## config.mk

```make
export PLATFORM = sky130hd
export DESIGN_NAME = ecw_framer
export DESIGN_NICKNAME = d
export VERILOG_FILES = /design/src/rtl/ecw_framer.sv
export SDC_FILE = /design/constraint.sdc
export NUM_CORES = 1
export LEC_CHECK = 0
export ABC_CLOCK_PERIOD_IN_PS = 5100
export BUFFER_PORTS_ARGS = -buffer_cell sky130_fd_sc_hd__buf_4
export CORE_AREA = 4 4 105 57
export CTS_BUF_LIST = sky130_fd_sc_hd__clkbuf_8
export CTS_CLUSTER_SIZE = 8
export DETAILED_ROUTE_END_ITERATION = 16
export DIE_AREA = 0 0 109 61
export HOLD_SLACK_MARGIN = 0.03
export PLACE_DENSITY_LB_ADDON = 0.08
export SLEW_MARGIN = 5
export SYNTH_ARGS = -nofsm -noshare
export SYNTH_HDL_FRONTEND = slang
export SYNTH_SLANG_ARGS = --single-unit
```

## constraint.sdc

```tcl
create_clock -name clk -period 5.1 [get_ports clk]
set_input_delay 0.51 -clock clk [delete_from_list [all_inputs] [get_ports clk]]
set_output_delay 0.51 -clock clk [all_outputs]
set_load 0.01 [all_outputs]
```

## src/rtl/ecw_framer.sv

```systemverilog
module ecw_framer #(
  parameter int WORD_W   = 10,
  parameter int HOLDOFF  = 510,
  parameter int SYNC_MIN = 1024
) (
  input  logic              clk,
  input  logic              rst_n,
  input  logic              bit_en,
  input  logic              pwr_n,
  input  logic              oe,
  input  logic              cap_rise,
  input  logic              sync_req_a,
  input  logic              sync_req_b,
  input  logic [WORD_W-1:0] din,
  output logic              ser_o,
  output logic              drv_o,
  output logic              wclk_o
);
  localparam int FRAME_W = WORD_W + 2;
  localparam int HALF    = FRAME_W / 2;
  localparam int SLOT_W  = $clog2(FRAME_W);
  localparam int HOLD_W  = $clog2(HOLDOFF + 1);
  localparam int SYNC_W  = $clog2(SYNC_MIN + 1);
  localparam logic [FRAME_W-1:0] SYNC_PAT = {{(FRAME_W-HALF){1'b0}}, {HALF{1'b1}}};

  logic [SLOT_W-1:0]  slot;
  logic [HOLD_W-1:0]  hold_cnt;
  logic               run;
  logic [SYNC_W-1:0]  sync_left;
  logic               sync_tx;
  logic [FRAME_W-1:0] frm;
  logic [WORD_W-1:0]  hold_word;

  logic               tick, req, use_sync;
  logic [SYNC_W-1:0]  next_left;
  logic [WORD_W-1:0]  word;

  assign tick      = bit_en && (slot == SLOT_W'(FRAME_W-1));
  assign req       = sync_req_a | sync_req_b;
  assign use_sync  = req || (sync_left != '0);
  assign next_left = req ? SYNC_W'(SYNC_MIN-1) : (sync_left != '0 ? sync_left - 1'b1 : '0);
  assign word      = cap_rise ? din : hold_word;

  assign drv_o  = run & oe;
  assign ser_o  = drv_o & frm[slot];
  assign wclk_o = slot < SLOT_W'(HALF);

  always_ff @(posedge clk or negedge rst_n) begin
    if (!rst_n) begin
      slot      <= '0;
      hold_cnt  <= '0;
      run       <= 1'b0;
      sync_left <= '0;
      sync_tx   <= 1'b0;
      frm       <= '0;
      hold_word <= '0;
    end else if (!pwr_n) begin
      slot      <= '0;
      hold_cnt  <= '0;
      run       <= 1'b0;
      sync_left <= '0;
      sync_tx   <= 1'b0;
      frm       <= '0;
    end else begin
      if (bit_en)
        slot <= tick ? '0 : slot + 1'b1;
      if (bit_en && slot == SLOT_W'(HALF-1))
        hold_word <= din;
      if (tick) begin
        if (!run && hold_cnt != HOLD_W'(HOLDOFF-1)) begin
          hold_cnt <= hold_cnt + 1'b1;
        end else begin
          run       <= 1'b1;
          sync_tx   <= use_sync;
          sync_left <= next_left;
          frm       <= use_sync ? SYNC_PAT : {1'b0, word, 1'b1};
        end
      end
    end
  end
endmodule


```

==> results.toml, run 1 <==
[detailed_routing]
drc = 0
wl_um = 5630
drt.antenna.violating_nets = 0
drt_iter0_drc = 55
drt-pass1-iter-count = 4
via_count = 2054
detail_route.wl_per_cell_um = 16.9
via_per_inst = 6.15

[timing]
finalSetupViolCount = 0
worst_pin_slew_ns = 0.813
drv_slew = 0
finalHoldViolations = 0
rsz0062_at_grt = "no"
finClkSkew_ns = 0.00480
max_freq_mhz = 425
post-route-min-period_ns = 2.36
fin_tns_setup_ns = 0
max_slew_margin_pct = 45.8
fin_crit_sh_pct = 46.2

[logic_synthesis]
ys_warn_count = 0
synth_cell_types = 64
async_reset_ff_share_pct = 100
postSynthCellCount = 255
netlist_area_um2 = 2700
ys_seq_elements = 45
avgSynthCellArea_um2 = 10.6
synth_top_flop_cell = "dfrtp_1"
syn-num-nets = 279
synth_seq_area_share_pct = 41.8
synth-edff-count = 0

[global_routing]
grt_pass1_vias = 1990
grt_max_degree = 46
grt.overflow.total = 0
grtUsageTotal_pct = 18.3
grt_pass1_wl_um = 9380
grt_antenna_before_repair = 0

[layout]
syn2layout_area_growth_pct = 7.70
final_cell_mix = "dfrtp_1, a21oi_1, buf_4, mux2_2"
fillers = 432
drive_gt1_share_pct = 23.9
fin_nets = 287
finish.cell_count_without_fillers = 334
final_common_cell = "dfrtp_1"
antenna_cells = 0

[clock_network]
ctsResizeCount = 0
htree_levels = 2
clk_latency_ns = 0.30
post-cts-setup-buffers = 0
numClockSinks = 45
cts_buffer_depth = 2
cts_buffers = 5
cts_hold_buf = 0
cts_tree = "yes"
clkTransAtPathRegs_ns = 0.09
cts_root_buf = "clkbuf_8"

[critical_path]
crit_required_ns = 4.59
worstReg2RegStart = "slot[0]$_DFFE_PN0P_"
worstSetupStartpointType = "register"
worstPathArrival_ns = 1.85
cp_max_fo = 9
critPathCaptureType = "output pin"
path_class = "register to output pin"
cp-startpoint = "slot[0]$_DFFE_PN0P_"

[worst_hold_path]
min_path_type = "input port to asynchronous set/reset pin"

[floorplanning]
design.die.area_um2 = 6650
row_count = 18
start_util_pct = 54.7
die_x_um = 109
die_h_um = 61
pin_count = 21
core_area_um2 = 4930

[pwr]
p_leak_uw = 0.00127
p_per_area_nw_per_um2 = 225
peakVddDrop_mv = 0.122

[placement]
numPlacedInstances = 326
numPortBuffers = 20
detailed_place_hpwl_um = 3740
globalplace.congestion = 0.863

[run]
maxCapViolations = 0

[status]
status = "completed"
-- metal layers --
metal / track usage [%] / wire length, um
met1: 24.6 / 2770
met2: 30.0 / 2510
met3: 4.68 / 313
met5: 0 / 0
met4: 4.86 / 46
-- report_power, final --
group          switching, uW  internal (uW)
clock                    128            110
sequential              4.60            361
combinational           28.3           20.6
total                    161            491
-- worst max-delay path, cell delays in order (launching register included) --
cell and delay, ns:
dfrtp_1 0.53, mux4_2 0.54, nand2_1 0.08, nand2_1 0.06, o211a_1 0.20, buf_4 0.14
-- synthesized netlist by cell type (2+ instances only) --
library cell  number  area share, %
nand4_1           10            2.3
a31oi_1            6            1.4
dfrtp_1           45             42
a211oi_1           3           0.84
a21oi_1           22            4.1
o221a_1            4            1.7
buf_2              5           0.93
nor3_1             7            1.3
inv_1              9            1.3
a311oi_1           5            1.6
and2_1             2           0.46
a21oi_2            2           0.65
clkbuf_1           7           0.97
o21ai_0           14            2.6
a41oi_1            2           0.65
nand2_1           10            1.4
nor2_1            14            1.9
and4_1             3           0.97
mux2i_1            7            2.6
and3_1             2           0.46
a31o_1             2           0.65
o211a_1            2           0.74
buf_6              5            2.1
nor2b_1            2           0.46
mux4_2             2            1.7
xnor2_1            2           0.65
or3_1              3           0.70
mux2_2            17            7.1
ha_1               6            2.8
-- through the flow --
step	hold WS (ns)	power, uW	utilization, %	cell area (um^2)	setup slack [ns]
after detailed placement	0.491	422	56.9	2810	2.75
final	0.198	653	58.9	2900	2.74
after global routing	0.237	682	58.9	2900	2.63
after global placement	0.483	422	56.9	2810	2.83
after floorplan	0.214	400	-	2700	3.11
after CTS	0.217	660	58.9	2900	2.73
-- final timing paths --
kind                       slack, ns                        to  depth (start not counted)
max reg2reg                     2.83  sync_left[9]$_DFFE_PN0P_                          4
min                             0.20   hold_cnt[6]$_DFFE_PN0P_                          1
min in group clk                0.44  hold_word[4]$_DFFE_PN0P_                          2
max                             2.74                     ser_o                          5
max in group asynchronous       4.51  hold_word[8]$_DFFE_PN0P_                          1
min reg2reg                     0.51  hold_word[7]$_DFFE_PN0P_                          1
-- kinds of logic after synthesis --
family,count (synthesis),share of synthesized area (%)
XOR/XNOR,3,0.975
AO/OA/AOI/OAI,77,21.3
AND/OR/NAND/NOR,69,15.8
flip-flops,45,41.8
adder cells (fa/ha/maj),6,2.78
multiplexers,26,11.4
buffers and inverters,29,6.08
-- cell type report --
cell class | count | area (um^2) | area share (%)
clock buffers | 6 | 82.6 | 2.84
multi-input cells | 181 | 1410 | 48.4
clock inverters | 2 | 13.8 | 0.474
flip-flops and latches | 45 | 1130 | 38.8
well taps | 70 | 87.6 | 3.02
inverters | 10 | 37.5 | 1.29
repair buffers | 20 | 150 | 5.17
-- sequential cells by signal (all words and copies together) (netlist names) --
signal / count
slot: 4
hold_word: 10
hold_cnt: 9
frm: 11
sync_left: 11
Power figures use the tool's default switching activity.
==> run 2: changes to the inputs <==
ABC_AREA = 1   (was unset)
ABC_CLOCK_PERIOD_IN_PS = 1900   (was 5100)
CORE_AREA = 4 4 106 58   (was 4 4 105 57)
DIE_AREA = 0 0 110 62   (was 0 0 109 61)
clock period = 1.9 ns   (was 5.1 ns; I/O delays follow)
==> results.toml, run 2 <==
[layout]
drive_gt1_share_pct = 13.9
antenna_cells = 0
fin_nets = 439
finish.cell_count_without_fillers = 489
top_regs = "frm (11), sync_left (11), hold_word (10)"
final_common_cell = "nand2_1"
syn2layout_area_growth_pct = 11.1
final_cell_mix = "nand2_1, inv_1, dfrtp_1, nor2_1, buf_4"

[logic_synthesis]
synth_seq_area_share_pct = 40.6
synth-edff-count = 0
synth_commonest_cells = "nand2_1, inv_1, dfrtp_1, nor2_1, nand3_1"
synth_cell_types = 28
synth_top_cell_area_share_pct = 40.6
netlist_area_um2 = 2770
ys_seq_elements = 45
synth_largest_area_cell = "dfrtp_1"
synth_top_flop_cell = "dfrtp_1"
syn-num-nets = 418
avgSynthCellArea_um2 = 7.03
synthTopCellsByArea = "dfrtp_1, nand2_1, inv_1"
async_reset_ff_share_pct = 100
synth.most_common_cell = "nand2_1"
postSynthCellCount = 394
ys_warn_count = 0

[floorplanning]
die_x_um = 110
pin_count = 21
core_area_um2 = 5250
start_util_pct = 52.8
die_h_um = 62
design.die.area_um2 = 6820
row_count = 19

[critical_path]
path_class = "register to output pin"
critPathCaptureType = "output pin"
cp_max_fo = 8
crit_required_ns = 1.71
worstPathArrival_ns = 1.55
worstSetupStartpointType = "register"
r2r_cells = 7

[timing]
max_freq_mhz = 576
finalSetupViolCount = 0
worst_pin_slew_ns = 0.580
drv_slew = 0
post-route-min-period_ns = 1.74
max_slew_margin_pct = 61.2
finalHoldViolations = 0
rsz0062_at_grt = "no"
fin_crit_sh_pct = 91.4
fin_tns_setup_ns = 0
finClkSkew_ns = 0.00587

[pwr]
pwr-share-comb_pct = 11.3
p_seq_share_pct = 55.6
net-switching-power_uw = 501
peakVddDrop_mv = 0.420
p_leak_uw = 0.00166
p_total_uw = 1820
power_frac_clock_pct = 33.2
p_int_uw = 1320
p_per_area_nw_per_um2 = 592
switching_share_pct = 27.5

[worst_hold_path]
min_delay_path_depth = 2
min_path_type = "input port to register"

[global_routing]
grt_pass1_wl_um = 10400
grt_max_degree = 46
grt_antenna_before_repair = 0
grt.overflow.total = 0
grtUsageTotal_pct = 20.2
grt_pass1_vias = 2105

[run]
maxCapViolations = 0

[placement]
detailed_place_hpwl_um = 4500
numPortBuffers = 20
globalplace.congestion = 0.904
numPlacedInstances = 480

[clock_network]
cts_buffers = 5
clk_latency_ns = 0.31
numClockSinks = 45
clkTransAtPathRegs_ns = 0.08
post-cts-setup-buffers = 0
cts_buffer_depth = 2
cts_tree = "yes"
htree_levels = 2
cts_root_buf = "clkbuf_8"

[detailed_routing]
via_count = 2354
drt_iter0_drc = 160
drt-pass1-iter-count = 4
wl_um = 6020
via_per_inst = 4.81
drt.antenna.violating_nets = 0
drc = 0
detail_route.wl_per_cell_um = 12.3

[status]
status = "completed"
run 2: cell types whose count changed in the layout (fill, tap and decap cells not counted), sizes merged, moves of 6 or more:
cell,previous run,this run
mux2i,7,0
o21ai,15,33
nand2,11,150
inv,10,51
a31oi,6,0
a21oi,24,14
mux2,17,0
a311oi,6,0
nand3,1,25
nor2,14,39
run 2: metrics by stage:
step | worst slack [ns] | utilization (%) | area (um^2) | hold WS (ns)
2_1_floorplan | 0.466 | - | 2770 | -0.106
5_1_grt | 0.0204 | 58.6 | 3080 | 0.103
3_3_place_gp | 0.0638 | 56.6 | 2970 | 0.238
3_5_place_dp | 0.0345 | 56.6 | 2970 | 0.235
6_report | 0.164 | 58.6 | 3080 | 0.103
4_1_cts | 0.0175 | 58.4 | 3070 | 0.0913
run 2: cell families (layout without fill, tap and decap cells):
kind of cell / count (synthesis) / after routing / synth area share, %
AOI/OAI and AO/OA: 51 / 51 / 10.2
adders and majority gates: 6 / 6 / 2.71
xor gates and xnor gates: 4 / 4 / 1.26
buffers and inverters: 63 / 85 / 9.80
and+or+nand+nor: 225 / 225 / 35.4
DFF: 45 / 45 / 40.6
run 2: timing repair:
| action | 4_1_cts | 5_1_grt |
|---|---|---|
| gates resized for setup | 0 | 2 |
| hold buffers | 1 | 0 |
| hold endpoints to repair | 45 | 0 |
| setup endpoints to repair | 0 | 22 |
run 2: final timing paths:
path	to	slack (ns)	start
setup reg to reg	frm[3]$_DFFE_PN0P_	0.23	sync_left[0]$_DFFE_PN0P_
min in group asynchronous	hold_cnt[7]$_DFFE_PN0P_	0.41	rst_n
setup / recovery	ser_o	0.16	slot[1]$_DFFE_PN0P_
max in group asynchronous	slot[0]$_DFFE_PN0P_	1.07	rst_n
hold reg to reg	sync_left[0]$_DFFE_PN0P_	0.49	sync_left[0]$_DFFE_PN0P_
hold / removal	slot[1]$_DFFE_PN0P_	0.10	bit_en
run 2: worst max-delay path: stages, from the launching register on:
cell,delay [ns]
dfrtp_1,0.50
inv_1,0.17
nand2_1,0.07
o211ai_1,0.17
nand3_1,0.11
nand2_1,0.07
inv_1,0.03
buf_4,0.13
run 2: layout make-up:
cell class	count	area, um^2
clock buffer	5	68.8
clock inverter	3	18.8
fill	498	2180
inverter	51	193
multi-input combinational	286	1380
sequential	45	1130
tap	73	91.3
timing repair buffer	26	198
run 2: per-layer routing:
layer	wire (um)	track usage (%)	vias to the layer above
li1	-	-	1266
met1	3460	33.4	1019
met2	2030	24.3	62
met3	469	5.47	7
met4	61	5.86	0
met5	0	0	-
run 2: power groups by stage:
stage	registers [uW]	logic, uW	clock network (uW)
6_report	1010	205	604
5_1_grt	1020	233	673
4_1_cts	1010	206	625
3_5_place_dp	1030	203	0
3_3_place_gp	1030	202	0
2_1_floorplan	1020	129	0
